`src/rtl/irq_level_pkg.sv`:
```
package irq_level_pkg;

    // Width of one level field and of the current-level input
    localparam int unsigned LVL_W = 2;

    // Level value that disables a source
    localparam logic [LVL_W-1:0] LVL_OFF = '1;

    // Output stage states
    typedef enum logic {
        OUT_IDLE   = 1'b0,
        OUT_RAISED = 1'b1
    } out_state_t;

    // Encoding 0 is promoted to level 1
    function automatic logic [LVL_W-1:0] eff_level(input logic [LVL_W-1:0] raw);
        return (raw == '0) ? LVL_W'(1) : raw;
    endfunction

endpackage

```
`src/rtl/irq_level_regs.sv`:
```
module irq_level_regs
    import irq_level_pkg::*;
#(
    parameter int unsigned N_SRC     = 12,
    parameter int unsigned ADDR_W    = 8,
    parameter int unsigned DATA_W    = 8,
    parameter int unsigned BASE_ADDR = 32'h7C,
    localparam int unsigned PER_REG  = DATA_W / LVL_W,
    localparam int unsigned N_REGS   = (N_SRC + PER_REG - 1) / PER_REG,
    localparam int unsigned FLAT_W   = N_SRC * LVL_W
) (
    input  logic              clk,
    input  logic              rst_n,
    input  logic [ADDR_W-1:0] bus_addr_i,
    input  logic [DATA_W-1:0] bus_wdata_i,
    input  logic              bus_we_i,
    output logic [FLAT_W-1:0] lvl_flat_o
);

    logic [N_REGS*DATA_W-1:0] regs_flat;

    for (genvar r = 0; r < N_REGS; r++) begin : g_reg
        localparam int unsigned OFS = r;
        localparam logic [ADDR_W-1:0] MY_ADDR = ADDR_W'(BASE_ADDR + OFS);

        logic [DATA_W-1:0] byte_q;
        logic              hit;

        assign hit = bus_we_i && (bus_addr_i == MY_ADDR);

        always_ff @(posedge clk or negedge rst_n) begin
            if (!rst_n) begin
                byte_q <= '1;
            end else if (hit) begin
                byte_q <= bus_wdata_i;
            end
        end

        assign regs_flat[r*DATA_W +: DATA_W] = byte_q;
    end

    if (N_REGS * DATA_W == FLAT_W) begin : g_exact
        assign lvl_flat_o = regs_flat;
    end else begin : g_trim
        logic [N_REGS*DATA_W-FLAT_W-1:0] spare_bits;
        assign spare_bits = regs_flat[N_REGS*DATA_W-1:FLAT_W];
        assign lvl_flat_o = regs_flat[FLAT_W-1:0];
    end

endmodule

```
`src/rtl/irq_level_select.sv`:
```
module irq_level_select
    import irq_level_pkg::*;
#(
    parameter int unsigned N_SRC = 12,
    localparam int unsigned IDX_W  = $clog2(N_SRC),
    localparam int unsigned FLAT_W = N_SRC * LVL_W
) (
    input  logic [FLAT_W-1:0] lvl_flat_i,
    input  logic [N_SRC-1:0]  req_i,
    input  logic [LVL_W-1:0]  cur_lvl_i,
    output logic              hit_o,
    output logic [IDX_W-1:0]  idx_o,
    output logic [LVL_W-1:0]  lvl_o
);

    logic [LVL_W-1:0] eff [N_SRC];
    logic [N_SRC-1:0] elig;

    for (genvar n = 0; n < N_SRC; n++) begin : g_src
        assign eff[n]  = eff_level(lvl_flat_i[n*LVL_W +: LVL_W]);
        assign elig[n] = req_i[n] && (eff[n] != LVL_OFF) && (eff[n] < cur_lvl_i);
    end

    // Descending scan with <= leaves the lowest index at the best level
    always_comb begin
        hit_o = 1'b0;
        idx_o = '0;
        lvl_o = LVL_OFF;
        for (int i = N_SRC - 1; i >= 0; i--) begin
            if (elig[i] && (eff[i] <= lvl_o)) begin
                hit_o = 1'b1;
                idx_o = IDX_W'(i);
                lvl_o = eff[i];
            end
        end
    end

endmodule

```
`src/rtl/irq_level_out.sv`:
```
module irq_level_out
    import irq_level_pkg::*;
#(
    parameter int unsigned IDX_W = 4
) (
    input  logic             clk,
    input  logic             rst_n,
    input  logic             hit_i,
    input  logic [IDX_W-1:0] idx_i,
    input  logic [LVL_W-1:0] lvl_i,
    output logic             irq_o,
    output logic [IDX_W-1:0] src_o,
    output logic [LVL_W-1:0] lvl_o
);

    out_state_t state_q, state_d;

    always_comb begin
        state_d = state_q;
        unique case (state_q)
            OUT_IDLE:   state_d = hit_i ? OUT_RAISED : OUT_IDLE;   // take / stay
            OUT_RAISED: state_d = hit_i ? OUT_RAISED : OUT_IDLE;   // hold / drop
            default:    state_d = OUT_IDLE;
        endcase
    end

    // State register
    always_ff @(posedge clk or negedge rst_n) begin
        if (!rst_n) begin
            state_q <= OUT_IDLE;
        end else begin
            state_q <= state_d;
        end
    end

    // Output register
    always_ff @(posedge clk or negedge rst_n) begin
        if (!rst_n) begin
            src_o <= '0;
            lvl_o <= LVL_OFF;
        end else if (hit_i) begin
            src_o <= idx_i;
            lvl_o <= lvl_i;
        end else begin
            src_o <= '0;
            lvl_o <= LVL_OFF;
        end
    end

    assign irq_o = (state_q == OUT_RAISED);

endmodule

```
`src/rtl/irq_level_arbiter.sv`:
```
module irq_level_arbiter
    import irq_level_pkg::*;
#(
    parameter int unsigned N_SRC     = 12,
    parameter int unsigned ADDR_W    = 8,
    parameter int unsigned DATA_W    = 8,
    parameter int unsigned BASE_ADDR = 32'h7C,
    localparam int unsigned IDX_W    = $clog2(N_SRC),
    localparam int unsigned FLAT_W   = N_SRC * LVL_W
) (
    input  logic              clk,
    input  logic              rst_n,
    input  logic [ADDR_W-1:0] bus_addr_i,
    input  logic [DATA_W-1:0] bus_wdata_i,
    input  logic              bus_we_i,
    input  logic [N_SRC-1:0]  req_i,
    input  logic [LVL_W-1:0]  cur_lvl_i,
    output logic              irq_o,
    output logic [IDX_W-1:0]  irq_src_o,
    output logic [LVL_W-1:0]  irq_lvl_o
);

    logic [FLAT_W-1:0] lvl_flat;
    logic              sel_hit;
    logic [IDX_W-1:0]  sel_idx;
    logic [LVL_W-1:0]  sel_lvl;

    irq_level_regs #(
        .N_SRC     (N_SRC),
        .ADDR_W    (ADDR_W),
        .DATA_W    (DATA_W),
        .BASE_ADDR (BASE_ADDR)
    ) u_regs (
        .clk         (clk),
        .rst_n       (rst_n),
        .bus_addr_i  (bus_addr_i),
        .bus_wdata_i (bus_wdata_i),
        .bus_we_i    (bus_we_i),
        .lvl_flat_o  (lvl_flat)
    );

    irq_level_select #(
        .N_SRC (N_SRC)
    ) u_select (
        .lvl_flat_i (lvl_flat),
        .req_i      (req_i),
        .cur_lvl_i  (cur_lvl_i),
        .hit_o      (sel_hit),
        .idx_o      (sel_idx),
        .lvl_o      (sel_lvl)
    );

    irq_level_out #(
        .IDX_W (IDX_W)
    ) u_out (
        .clk   (clk),
        .rst_n (rst_n),
        .hit_i (sel_hit),
        .idx_i (sel_idx),
        .lvl_i (sel_lvl),
        .irq_o (irq_o),
        .src_o (irq_src_o),
        .lvl_o (irq_lvl_o)
    );

endmodule

```
`config.mk`:
```
export PLATFORM = sky130hd
export DESIGN_NAME = irq_level_arbiter
export DESIGN_NICKNAME = d
export VERILOG_FILES = /design/src/rtl/irq_level_pkg.sv /design/src/rtl/irq_level_regs.sv /design/src/rtl/irq_level_select.sv /design/src/rtl/irq_level_out.sv /design/src/rtl/irq_level_arbiter.sv
export SDC_FILE = /design/constraint.sdc
export NUM_CORES = 1
export LEC_CHECK = 0
export ABC_CLOCK_PERIOD_IN_PS = 33600
export BUFFER_PORTS_ARGS = -buffer_cell sky130_fd_sc_hd__buf_2
export CAP_MARGIN = 40
export CORE_MARGIN = 5
export CORE_UTILIZATION = 40
export DETAILED_ROUTE_END_ITERATION = 6
export SETUP_SLACK_MARGIN = 0.05
export SYNTH_ARGS = -nofsm -noshare
export SYNTH_HDL_FRONTEND = slang
export SYNTH_SLANG_ARGS = --single-unit
```
`constraint.sdc`:
```
create_clock -name clk -period 33.6 [get_ports clk]
set_input_delay 3.36 -clock clk [delete_from_list [all_inputs] [get_ports clk]]
set_output_delay 3.36 -clock clk [all_outputs]
set_load 0.005 [all_outputs]
```
Word level (Yosys, flattened, before mapping)
Index checks and enable logic that the tools add are counted.

Bits in registers: 31. Output and inout bits: 7.

$lt $le $gt $ge: 24. Equality and inequality tests: 15. Multiplexer cells: 51. Reductions and logical operators: 51.

Operators by type and width (number): $mux 4 (13); $mux 2 (25); $logic_and 1x1->1 (39); $eq 8x7->1 const B (3); $logic_not 2->1 (12); $lt 2x2->1 (12); $ne 2x2->1 const B (12); $le 2x2->1 (11); $mux 1 (13); $le 2x2->1 const B (1).

Logic depth before layout (Yosys ltp)
Gate-level depths: netlist of the first run.

Depth in word-level cells: 41. Gate-level depth with buffers: 72. Mapped depth without buffers: 72.

Cells and area by module
Synthesis of the first run repeated with hierarchy kept, for this count alone.

Cells, all modules: 273. Area, all modules: 2646.3 sq um.

By module, submodules not included: irq_level_select (instances 1, cells an instance 205, area an instance 1387.6 sq um); irq_level_regs (instances 1, cells an instance 55, area an instance 1043.5 sq um); irq_level_out (instances 1, cells an instance 13, area an instance 215.2 sq um).

Least setup slack after synthesis of the first run
OpenSTA, ideal clock, no wires.

Kind: input to register. Start: input port cur_lvl_i[1]. End: register u_out.lvl_o[0]. Library setup time: 0.082 ns. Data arrival time: 15.598 ns. Data required time: 33.518 ns. Setup slack: 17.919 ns. Stages: 65. Buffers on the path: 0. Cells stage by stage: inv_1 ha_1 a221o_1 nor4b_1 nor2_1 ha_1 nor2_1 o21ai_0 a22oi_1 o21a_1 nor2b_1 ha_1 o21bai_1 a2111oi_0 o21a_1 nand2_1 o21ai_1 ha_1 [... 29 more ...] ha_1 or2_2 a32o_1 o311ai_0 a21bo_4 a2111oi_1 nor3_1 ha_1 a21oi_1 a211o_1 inv_1 nand2_1 o21a_1 ha_1 a21oi_1 a21oi_1 a211o_1 mux2_4.

Cells in the longest elaborated chain, start to end: 38.

Ends and longest elaborated chain: start: declaration (RTL line irq_level_arbiter.sv:17) `input logic [LVL_W-1:0] cur_lvl_i,`; $lt 2x2->1 (RTL line irq_level_select.sv:21) `assign elig[n] = req_i[n] && (eff[n] != LVL_OFF) && (eff[n] < cur_lvl_i);`; $logic_and 1x1->1 (RTL line irq_level_select.sv:21); $logic_and 1x1->1 (RTL line irq_level_select.sv:30) `if (elig[i] && (eff[i] <= lvl_o)) begin`; $mux 2 (RTL line irq_level_select.sv:30); $le 2x2->1 (RTL line irq_level_select.sv:30); $logic_and 1x1->1 (RTL line irq_level_select.sv:30); $mux 2 (RTL line irq_level_select.sv:30); $le 2x2->1 (RTL line irq_level_select.sv:30); [... 22 more ...]; $mux 2 (RTL line irq_level_select.sv:30); $le 2x2->1 (RTL line irq_level_select.sv:30); $logic_and 1x1->1 (RTL line irq_level_select.sv:30); $mux 2 (RTL line irq_level_select.sv:30); $le 2x2->1 (RTL line irq_level_select.sv:30); $logic_and 1x1->1 (RTL line irq_level_select.sv:30); $mux 2 / $mux 1 (equally long branches) (RTL line irq_level_select.sv:30); $mux 2 (*) (RTL line irq_level_out.sv:41) `end else if (hit_i) begin`; end signal: assignment (RTL line irq_level_out.sv:43) `lvl_o <= lvl_i;`; end: declaration (RTL line irq_level_out.sv:13) `output logic [LVL_W-1:0] lvl_o`.

Mark *: on every way between the ends. The rest lies on a longest branch, timed or not. A chain may end at the register's enable or synchronous reset.

Worst setup path in the final report of the first run
Ends and elaborated chain as after synthesis.

==> flow_metrics.tcl, run 1 <==
set metrics [dict create \
    wl_per_cell_um 15.4 \
    clock-sinks 31 \
    fin_total_pwr_uw 105 \
    crit_family "compound AO/OA/AOI/OAI gates" \
    worstHoldPathCells 2 \
    ff2ff_path_depth 63 \
    rsz0062_at_grt "no" \
    r2r-start "u_regs.g_reg[2].byte_q[5]" \
    grt_pass1_wl_um 10400 \
    cts_tree "yes" \
    tightest_slew_ps 686 \
    crit_type "in -> reg" \
    worstSkewPairLatency_ps 290 \
    remaining_drc_errors 0 \
    status "complete, no violations" \
    grt_max_degree 32 \
    setup_tns_ps 0 \
    synth-seq-cells 31 \
    grt_pass1_vias 2171 \
    coreArea_sq_mm 0.00639 \
    die_h_um 91.4 \
    grtUsageTotal_pct 15.1 \
    netlist_area_sq_mm 0.00265 \
    synthToLayoutAreaGrowth_pct 13.0 \
    syn-instance-count 280 \
    async_flop_share_pct 100 \
    cts-resized-gates 0 \
    hold_start "u_regs.g_reg[2].byte_q[7]" \
    drive_gt1_share_pct 36.1 \
    min_path_type "reg -> reg" \
    hold_viol_final 0 \
    gr-total-overflow 0 \
    dieArea_sq_mm 0.00835 \
    routed_via_density 5.62 \
    drtIter0Drc 135 \
    cp.required_ps 33820 \
    final_cell_mix "buf_2, nand2_1, dfstp_2" \
    arrival_ps 17560 \
    hold_buffers 0 \
    clk_path_buf_depth 2 \
    slew_headroom_pct 54.1 \
    place_congestion 0.881 \
    critPathBufInv 5 \
    crit_top_cell "ha_1" \
    cpPeakStageDelay_ps 530 \
    yosys_warnings 0 \
    skew_ps 3.59 \
    ant_nets 0 \
    setup_viol 0 \
    postCtsSetupBuffers 0 \
    slew_violations 0 \
    synthFlopType "dfstp_2" \
    synthesis.nets 337 \
    antenna_cells 0 \
    totalWireLength_um 6090 \
    crit_slowest_cell "a2111oi_1" \
    critPathLaunch "cur_lvl_i[1]" \
    cts_max_level 2 \
    fmaxAchievable_mhz 57.7 \
    antenna_found_initial 0 \
    finalCriticalPeriod_ps 17340 \
    synth_edf_count 0 \
    start_util_pct 41.5 \
    avgSynthCellArea_sq_um 9.46 \
    rrSetupSlack_ps 19280 \
    cellPowerDensity_mw_per_mm2 35.0 \
    numCtsBuffers 5 \
    min_period_over_period_pct 51.6 \
    vias 2224 \
    fp.dieW_um 91.4 \
    finalNetCount 375 \
    irDropWorstVdd_mv 0.0202 \
    portBuffers 39 \
    yosysSeqAreaShare_pct 30.5 \
    rows 29 \
    holdPathEnd "u_regs.g_reg[2].byte_q[7]" \
    clk_pin_slew_worst_paths_ps 70 \
    cts_root_buf "clkbuf_8" \
    io_pins 40 \
    drv_cap 0 \
    hpwl_um 4890 \
    p_leak_uw 0.00133 \
    layout_commonest_cell "buf_2" \
    cp_max_fo 11 \
    end_kind "flop" \
    r2r_end "u_out.lvl_o[0]" \
    start_kind "input pin" \
    synth_cell_types 61 \
    firstDrtPassIters 4 \
]
-- how the worst max path moves through the flow --
stage,end,slack [ps],cells past startpoint
2_1_floorplan,u_out.lvl_o[0],17920,65
3_3_place_gp,u_out.lvl_o[0],16180,65
3_5_place_dp,u_out.lvl_o[0],16070,65
4_1_cts,u_out.lvl_o[0],16310,65
5_1_grt,u_out.irq_o,15220,69
6_report,u_out.lvl_o[0],16260,65
-- cell usage after synthesis (all sizes together) (4+ instances only) --
master / number / area (sq um)
nand2: 28 / 105
dfstp: 26 / 683
ha: 24 / 300
mux2: 23 / 263
a21oi: 17 / 85.1
nor2: 16 / 60.1
nand2b: 13 / 81.3
o21ai: 13 / 65.1
inv: 11 / 41.3
clkbuf: 10 / 37.5
nor2b: 9 / 56.3
nor4b: 9 / 121
nor3: 6 / 30.0
dfrtp: 5 / 125
nand3: 5 / 25.0
o21bai: 4 / 30.0
or2: 4 / 25.0
-- cell type report --
type | instances | area (sq um)
Sequential cell | 31 | 808
Fill cell | 642 | 3390
Timing Repair Buffer | 43 | 218
Clock buffer | 6 | 72.6
Multi-Input combinational cell | 226 | 1750
Inverter | 11 | 41.3
Tap cell | 77 | 96.3
Clock inverter | 2 | 12.5
-- layer usage --
metal  wire length, um  global-route usage (%)  share of wire (%)  vias up
met5                 0                       0                  0        -
met4               109                    5.38                1.8        0
met3               187                    1.98                3.1       10
met2              2840                    24.2                 47       48
met1              2950                    20.7                 48     1050
li1                  -                       -                  -     1116
-- power by group --
part | total (uW) | switching (uW) | internal, uW
registers | 44.3 | 2.36 | 41.9
clock network | 28.5 | 14.1 | 14.4
logic | 31.9 | 17.1 | 14.8
-- metrics by stage --
| step | utilization (%) | worst slack, ps | instance area [sq um] | hold slack (ps) | std cells |
|---|---|---|---|---|---|
| after floorplan | - | 17920 | 2650 | 489 | 280 |
| after global placement | 45.3 | 16180 | 2890 | 514 | 385 |
| after detailed placement | 45.6 | 16070 | 2910 | 538 | 388 |
| after CTS | 46.9 | 16310 | 2990 | 548 | 396 |
| after global routing | 46.9 | 15220 | 2990 | 581 | 396 |
| final | 46.9 | 16260 | 2990 | 539 | 396 |
-- flip-flops by register name, summed over array words and instances, names as in the netlist --
register	flops
u_out.lvl_o	2
u_regs.g.byte_q	24
u_out.irq_o	1
u_out.src_o	4
-- worst min-delay path, cell delays in order, from the launching register on --
cell	delay (ps)
dfstp_2	380
inv_1	60
o21ai_0	90
-- cell families (layout without fill, tap and decap cells) --
logic type	count (synthesis)	count (layout)	share of synthesized area (%)
muxes	24	24	10.3
and+or+nand+nor	110	110	25.2
adders and majority gates	25	25	11.7
AOI/OAI and AO/OA	67	67	18.7
DFF	31	31	30.5
buffers and inverters	23	62	3.59
No activity file was read; power rests on OpenSTA's default activity.
==> inputs of run 2 (changes only) <==
Settings changed: ABC_CLOCK_PERIOD_IN_PS 33600 to 14500.
Clock period 33.6 ns to 14.5 ns, I/O delays scaled along.
==> run 2 against run 1 <==
Against the previous run:
- first-iteration DRC count fell by 33%
- register-to-register slack got worse by 18000 ps
- highest routed layer unchanged
- core utilization up 2.9 points
- clock-buffer cell count grew 1
- sequential share of layout area is 1.6 points lower
- global-route usage grew 0.33 points
- cell count increased by 3.8%
- sequential power rose by 130%
- critical endpoint unchanged
- clock skew is 3.6 ps higher
==> flow_metrics.tcl, run 2 (synthesis gave the netlist of run 1 again) <==
set metrics [dict create \
    drtIter0Drc 90 \
    hold_start "u_regs.g_reg[2].byte_q[7]" \
    slew_headroom_pct 46.8 \
    clock-sinks 31 \
    start_util_pct 41.5 \
    io_pins 40 \
    layout_setup_ws_ps 822 \
    tightest_slew_ps 787 \
    regMostFlops "u_regs.g.byte_q" \
    fin_util_pct 49.8 \
    critPathLaunch "cur_lvl_i[0]" \
    cp.required_ps 14710 \
    cpPeakStageDelay_ps 400 \
    cts_max_level 2 \
    remaining_drc_errors 0 \
    routed_via_density 5.60 \
    cp_max_fo 5 \
    coreArea_sq_mm 0.00639 \
    min_path_type "reg -> reg" \
    fillCellCount 609 \
    antenna_found_initial 0 \
    largest_reg_flops 24 \
    numCtsBuffers 5 \
    finalNetCount 390 \
    gr-total-overflow 0 \
    vias 2301 \
    rows 29 \
    skew_ps 7.23 \
    antenna_cells 0 \
    wl_per_cell_um 15.8 \
    clk_pin_slew_worst_paths_ps 60 \
    hold_buffers 0 \
    final_cell_mix "buf_2, nand2_1, dfstp_2" \
    grt_pass1_wl_um 10500 \
    worstSkewPairLatency_ps 280 \
    dieArea_sq_mm 0.00835 \
    slew_violations 0 \
    crit_top_cell "ha_1" \
    drive_gt1_share_pct 42.2 \
    grtUsageTotal_pct 15.4 \
    hpwl_um 5000 \
    grt_max_degree 32 \
    irDropWorstVdd_mv 0.0458 \
    setup_tns_ps 0 \
    firstDrtPassIters 4 \
    fin_total_pwr_uw 252 \
    die_h_um 91.4 \
    fmaxAchievable_mhz 73.1 \
    fp.dieW_um 91.4 \
    ant_nets 0 \
    crit_slowest_cell "a2111oi_1" \
    arrival_ps 13890 \
    start_kind "input pin" \
    synthToLayoutAreaGrowth_pct 20.1 \
    crit_type "in -> reg" \
    r2r-start "u_regs.g_reg[2].byte_q[5]" \
    placed_cells 396 \
    cts_tree "yes" \
    grt_pass1_vias 2138 \
    status "complete, no violations" \
    p_leak_uw 0.00141 \
    cellPowerDensity_mw_per_mm2 79.2 \
    portBuffers 39 \
    cts_root_buf "clkbuf_8" \
    clk_path_buf_depth 2 \
    min_period_over_period_pct 94.3 \
    totalWireLength_um 6500 \
    layout_commonest_cell "buf_2" \
    end_kind "flop" \
    hold_viol_final 0 \
    dp_worst_setup_slack_ps -231 \
    setup_viol 0 \
    reg_top3 "u_regs.g.byte_q (24), u_out.src_o (4), u_out.lvl_o (2)" \
    instances_no_fill 411 \
    place_congestion 0.850 \
    finalCriticalPeriod_ps 13680 \
    drv_cap 0 \
]
==> run 2: cell types whose count changed in the layout (fill, tap and decap cells not counted), sizes merged <==
cell	change
buf	+15
clkbuf	+1
clkinvlp	-1
==> run 2: critical path: cells and delay by family <==
kind                     cells  cell delay, ps
AO/OA/AOI/OAI               29            5130
AND/OR/NAND/NOR             22            3110
adder cells (fa/ha/maj)     11            3020
multiplexers                 3             930
buffers and inverters        3             250
==> run 2: routing by layer <==
metal / up-vias / global-route usage (%) / share of wire [%]
met5: - / 0 / 0
met4: 0 / 5.26 / 2.3
met3: 14 / 2.98 / 2.6
met2: 43 / 24.2 / 47
met1: 1101 / 21.1 / 48
li1: 1143 / - / -
==> run 2: path summary, 6_finish.rpt <==
kind / endpoint / slack, ps / cells past startpoint
setup / recovery: u_out.lvl_o[0] / 820 / 68
min in group asynchronous: u_out.irq_o / 1190 / 1
hold reg to reg: u_regs.g_reg[2].byte_q[7] / 540 / 2
setup reg to reg: u_out.lvl_o[0] / 1600 / 64
hold / removal: u_regs.g_reg[2].byte_q[7] / 540 / 2
max in group asynchronous: u_out.src_o[3] / 12900 / 1
==> run 2: final cells by class <==
cell class / count / area, sq um / area share [%]
Clock buffer: 7 / 76.3 / 2.40
Multi-Input combinational cell: 226 / 1820 / 57.2
Tap cell: 77 / 96.3 / 3.03
Timing Repair Buffer: 58 / 333 / 10.5
Sequential cell: 31 / 808 / 25.4
Clock inverter: 1 / 5.00 / 0.157
Inverter: 11 / 41.3 / 1.30
==> run 2: what timing repair did <==
action                                  in CTS  in global routing
pin swaps                                    0                  7
cloned                                       0                  0
endpoints found under the setup margin       5                  7
setup buffers                                0                  7
gates resized for setup                      1                 15
hold endpoints to repair                     0                  0
==> run 2: where the power goes <==
| group | leakage (uW) | switching (uW) | internal (uW) |
|---|---|---|---|
| Combinational | 0.00104 | 44.2 | 40.7 |
| Sequential | 0.000329 | 5.46 | 97.2 |
| Clock | 0.0000422 | 30.8 | 33.6 |
==> run 2: stage by stage <==
| stage | hold slack [ps] | instance area, sq um |
|---|---|---|
| 2_1_floorplan | 489 | 2650 |
| 3_3_place_gp | 512 | 2960 |
| 3_5_place_dp | 519 | 2970 |
| 4_1_cts | 529 | 3060 |
| 5_1_grt | 590 | 3180 |
| 6_report | 537 | 3180 |
==> inputs of run 3 (changes only) <==
Settings changed: CTS_CLUSTER_SIZE from default to 28, PLACE_DENSITY from default to 0.59.
==> run 3 against run 2 <==
Against the previous run:
- combinational power rose by 3.4%
- maximum frequency rose by 0.74%
- design area rose by 2.4%
- total power rose by 13%
- cell count rose by 0.97%
- hold slack got worse by 1.0 ps
- core utilization rose by 1.2 points
- first-iteration DRC count fell by 20%
- sequential share of layout area fell by 0.60 points
- non-clock buffer count rose by 4
- register-to-register slack improved by 100 ps
- largest cell class unchanged
- highest routed layer unchanged
==> flow_metrics.tcl, run 3 (synthesis gave the netlist of run 1 again) <==
set metrics [dict create \
    layout_setup_ws_ps 922 \
    internal_power_uw 202 \
    drtIter0Drc 72 \
    final_cell_mix "buf_2, nand2_1, dfstp_2" \
    largest_reg_flops 24 \
    min_period_over_period_pct 93.6 \
    firstDrtPassIters 4 \
    end_kind "flop" \
    coreArea_sq_mm 0.00639 \
    cts_max_level 2 \
    cp_max_fo 4 \
    worstSkewPairLatency_ps 280 \
    antenna_found_initial 0 \
    fmaxAchievable_mhz 73.6 \
    start_util_pct 41.5 \
    numCtsBuffers 5 \
    clk_pin_slew_worst_paths_ps 70 \
    regMostFlops "u_regs.g.byte_q" \
    portBuffers 39 \
    p_leak_uw 0.00145 \
    hold_start "u_regs.g_reg[2].byte_q[7]" \
    gr-total-overflow 0 \
    totalWireLength_um 6570 \
    drv_cap 0 \
    start_kind "input pin" \
    p_comb_share_pct 30.9 \
    rows 29 \
    worstHoldPathCells 2 \
    dieArea_sq_mm 0.00835 \
    finalCriticalPeriod_ps 13580 \
    hold_ws_ps 536 \
    ff2ff_path_depth 69 \
    hold_viol_final 0 \
    grtUsageTotal_pct 16.3 \
    arrival_ps 13790 \
    reg_top3 "u_regs.g.byte_q (24), u_out.src_o (4), u_out.lvl_o (2)" \
    vias 2305 \
    wl_per_cell_um 15.8 \
    cellPowerDensity_mw_per_mm2 87.3 \
    cp.required_ps 14710 \
    clk_path_buf_depth 2 \
    hpwl_um 5250 \
    fin_util_pct 51.0 \
    place_congestion 0.830 \
    cts_tree "yes" \
    r2r_end "u_out.lvl_o[0]" \
    status "complete, no violations" \
    p_clk_share_pct 33.0 \
    ant_nets 0 \
    cts_root_buf "clkbuf_8" \
    holdPathEnd "u_regs.g_reg[2].byte_q[7]" \
    fp.dieW_um 91.4 \
    setup_viol 0 \
    crit_slowest_cell "a2111oi_2" \
    slew_headroom_pct 47.3 \
    slew_violations 0 \
    crit_top_cell "ha_1" \
    fin_total_pwr_uw 284 \
    r2r-start "u_regs.g_reg[2].byte_q[5]" \
    grt_pass1_vias 2281 \
    grt_pass1_wl_um 11200 \
    crit_type "in -> reg" \
    switchingPower_uw 82.5 \
    min_path_type "reg -> reg" \
    remaining_drc_errors 0 \
    cpPeakStageDelay_ps 360 \
    rrSetupSlack_ps 1700 \
    grt_max_degree 32 \
    clock-sinks 31 \
    dp_worst_setup_slack_ps 276 \
    finalNetCount 394 \
    swShare_pct 29.0 \
    irDropWorstVdd_mv 0.0609 \
    io_pins 40 \
    routed_via_density 5.55 \
    tightest_slew_ps 780 \
    drive_gt1_share_pct 43.8 \
    die_h_um 91.4 \
    skew_ps 5.53 \
    antenna_cells 0 \
    seq_power_share_pct 36.1 \
    layout_commonest_cell "buf_2" \
    synthToLayoutAreaGrowth_pct 23.0 \
]
==> run 3: layout make-up <==
class                      instances  area [sq um]
clock buffer                       7          97.6
clock inverter                     1          30.0
fill                             596          3130
inverter                          11          41.3
multi-input combinational        226          1820
sequential                        31           808
tap                               77          96.3
timing repair buffer              62           360
==> run 3: worst max-delay path by stage <==
stage | depth (start not counted) | slack [ps] | to | start
after floorplan | 65 | 730 | u_out.lvl_o[0] | cur_lvl_i[1]
after global placement | 70 | 430 | u_out.lvl_o[0] | cur_lvl_i[1]
after detailed placement | 70 | 280 | u_out.lvl_o[0] | cur_lvl_i[1]
after CTS | 70 | 490 | u_out.lvl_o[0] | cur_lvl_i[1]
after global routing | 71 | -40 | u_out.lvl_o[1] | cur_lvl_i[1]
final | 70 | 920 | u_out.lvl_o[0] | cur_lvl_i[1]
==> run 3: repair_timing <==
item                       CTS  global route
setup endpoints to repair    0             7
buffers inserted             0             1
hold buffers                 0             0
gates resized for setup      0            20
==> run 3: layer usage <==
layer  share of wire [%]  global-route usage, %
met5                   0                      0
met3                 3.1                   2.98
met2                  47                   26.0
met4                 2.2                   5.87
met1                  48                   22.0
==> run 3: stage by stage <==
step | area (sq um) | setup TNS, ps | std cells
after floorplan | 2650 | 0 | 280
after global placement | 3030 | 0 | 403
after detailed placement | 3040 | 0 | 406
after CTS | 3170 | 0 | 414
after global routing | 3260 | -63.1 | 415
final | 3260 | 0 | 415
==> run 3: worst max-delay path, delay by kind of cell <==
family | cells | cell delay (ps)
adder cells (fa/ha/maj) | 11 | 2920
buffers and inverters | 6 | 650
multiplexers | 3 | 970
AO/OA/AOI/OAI | 29 | 4950
AND/OR/NAND/NOR | 21 | 2860
==> run 3: power by group through the flow <==
stage	combinational, uW	clock [uW]	sequential (uW)
after floorplan	53.2	0	103
after global placement	80.3	0	104
after detailed placement	81.7	0	104
after CTS	82.2	96.3	103
after global routing	98.4	100	104
final	87.8	93.9	103
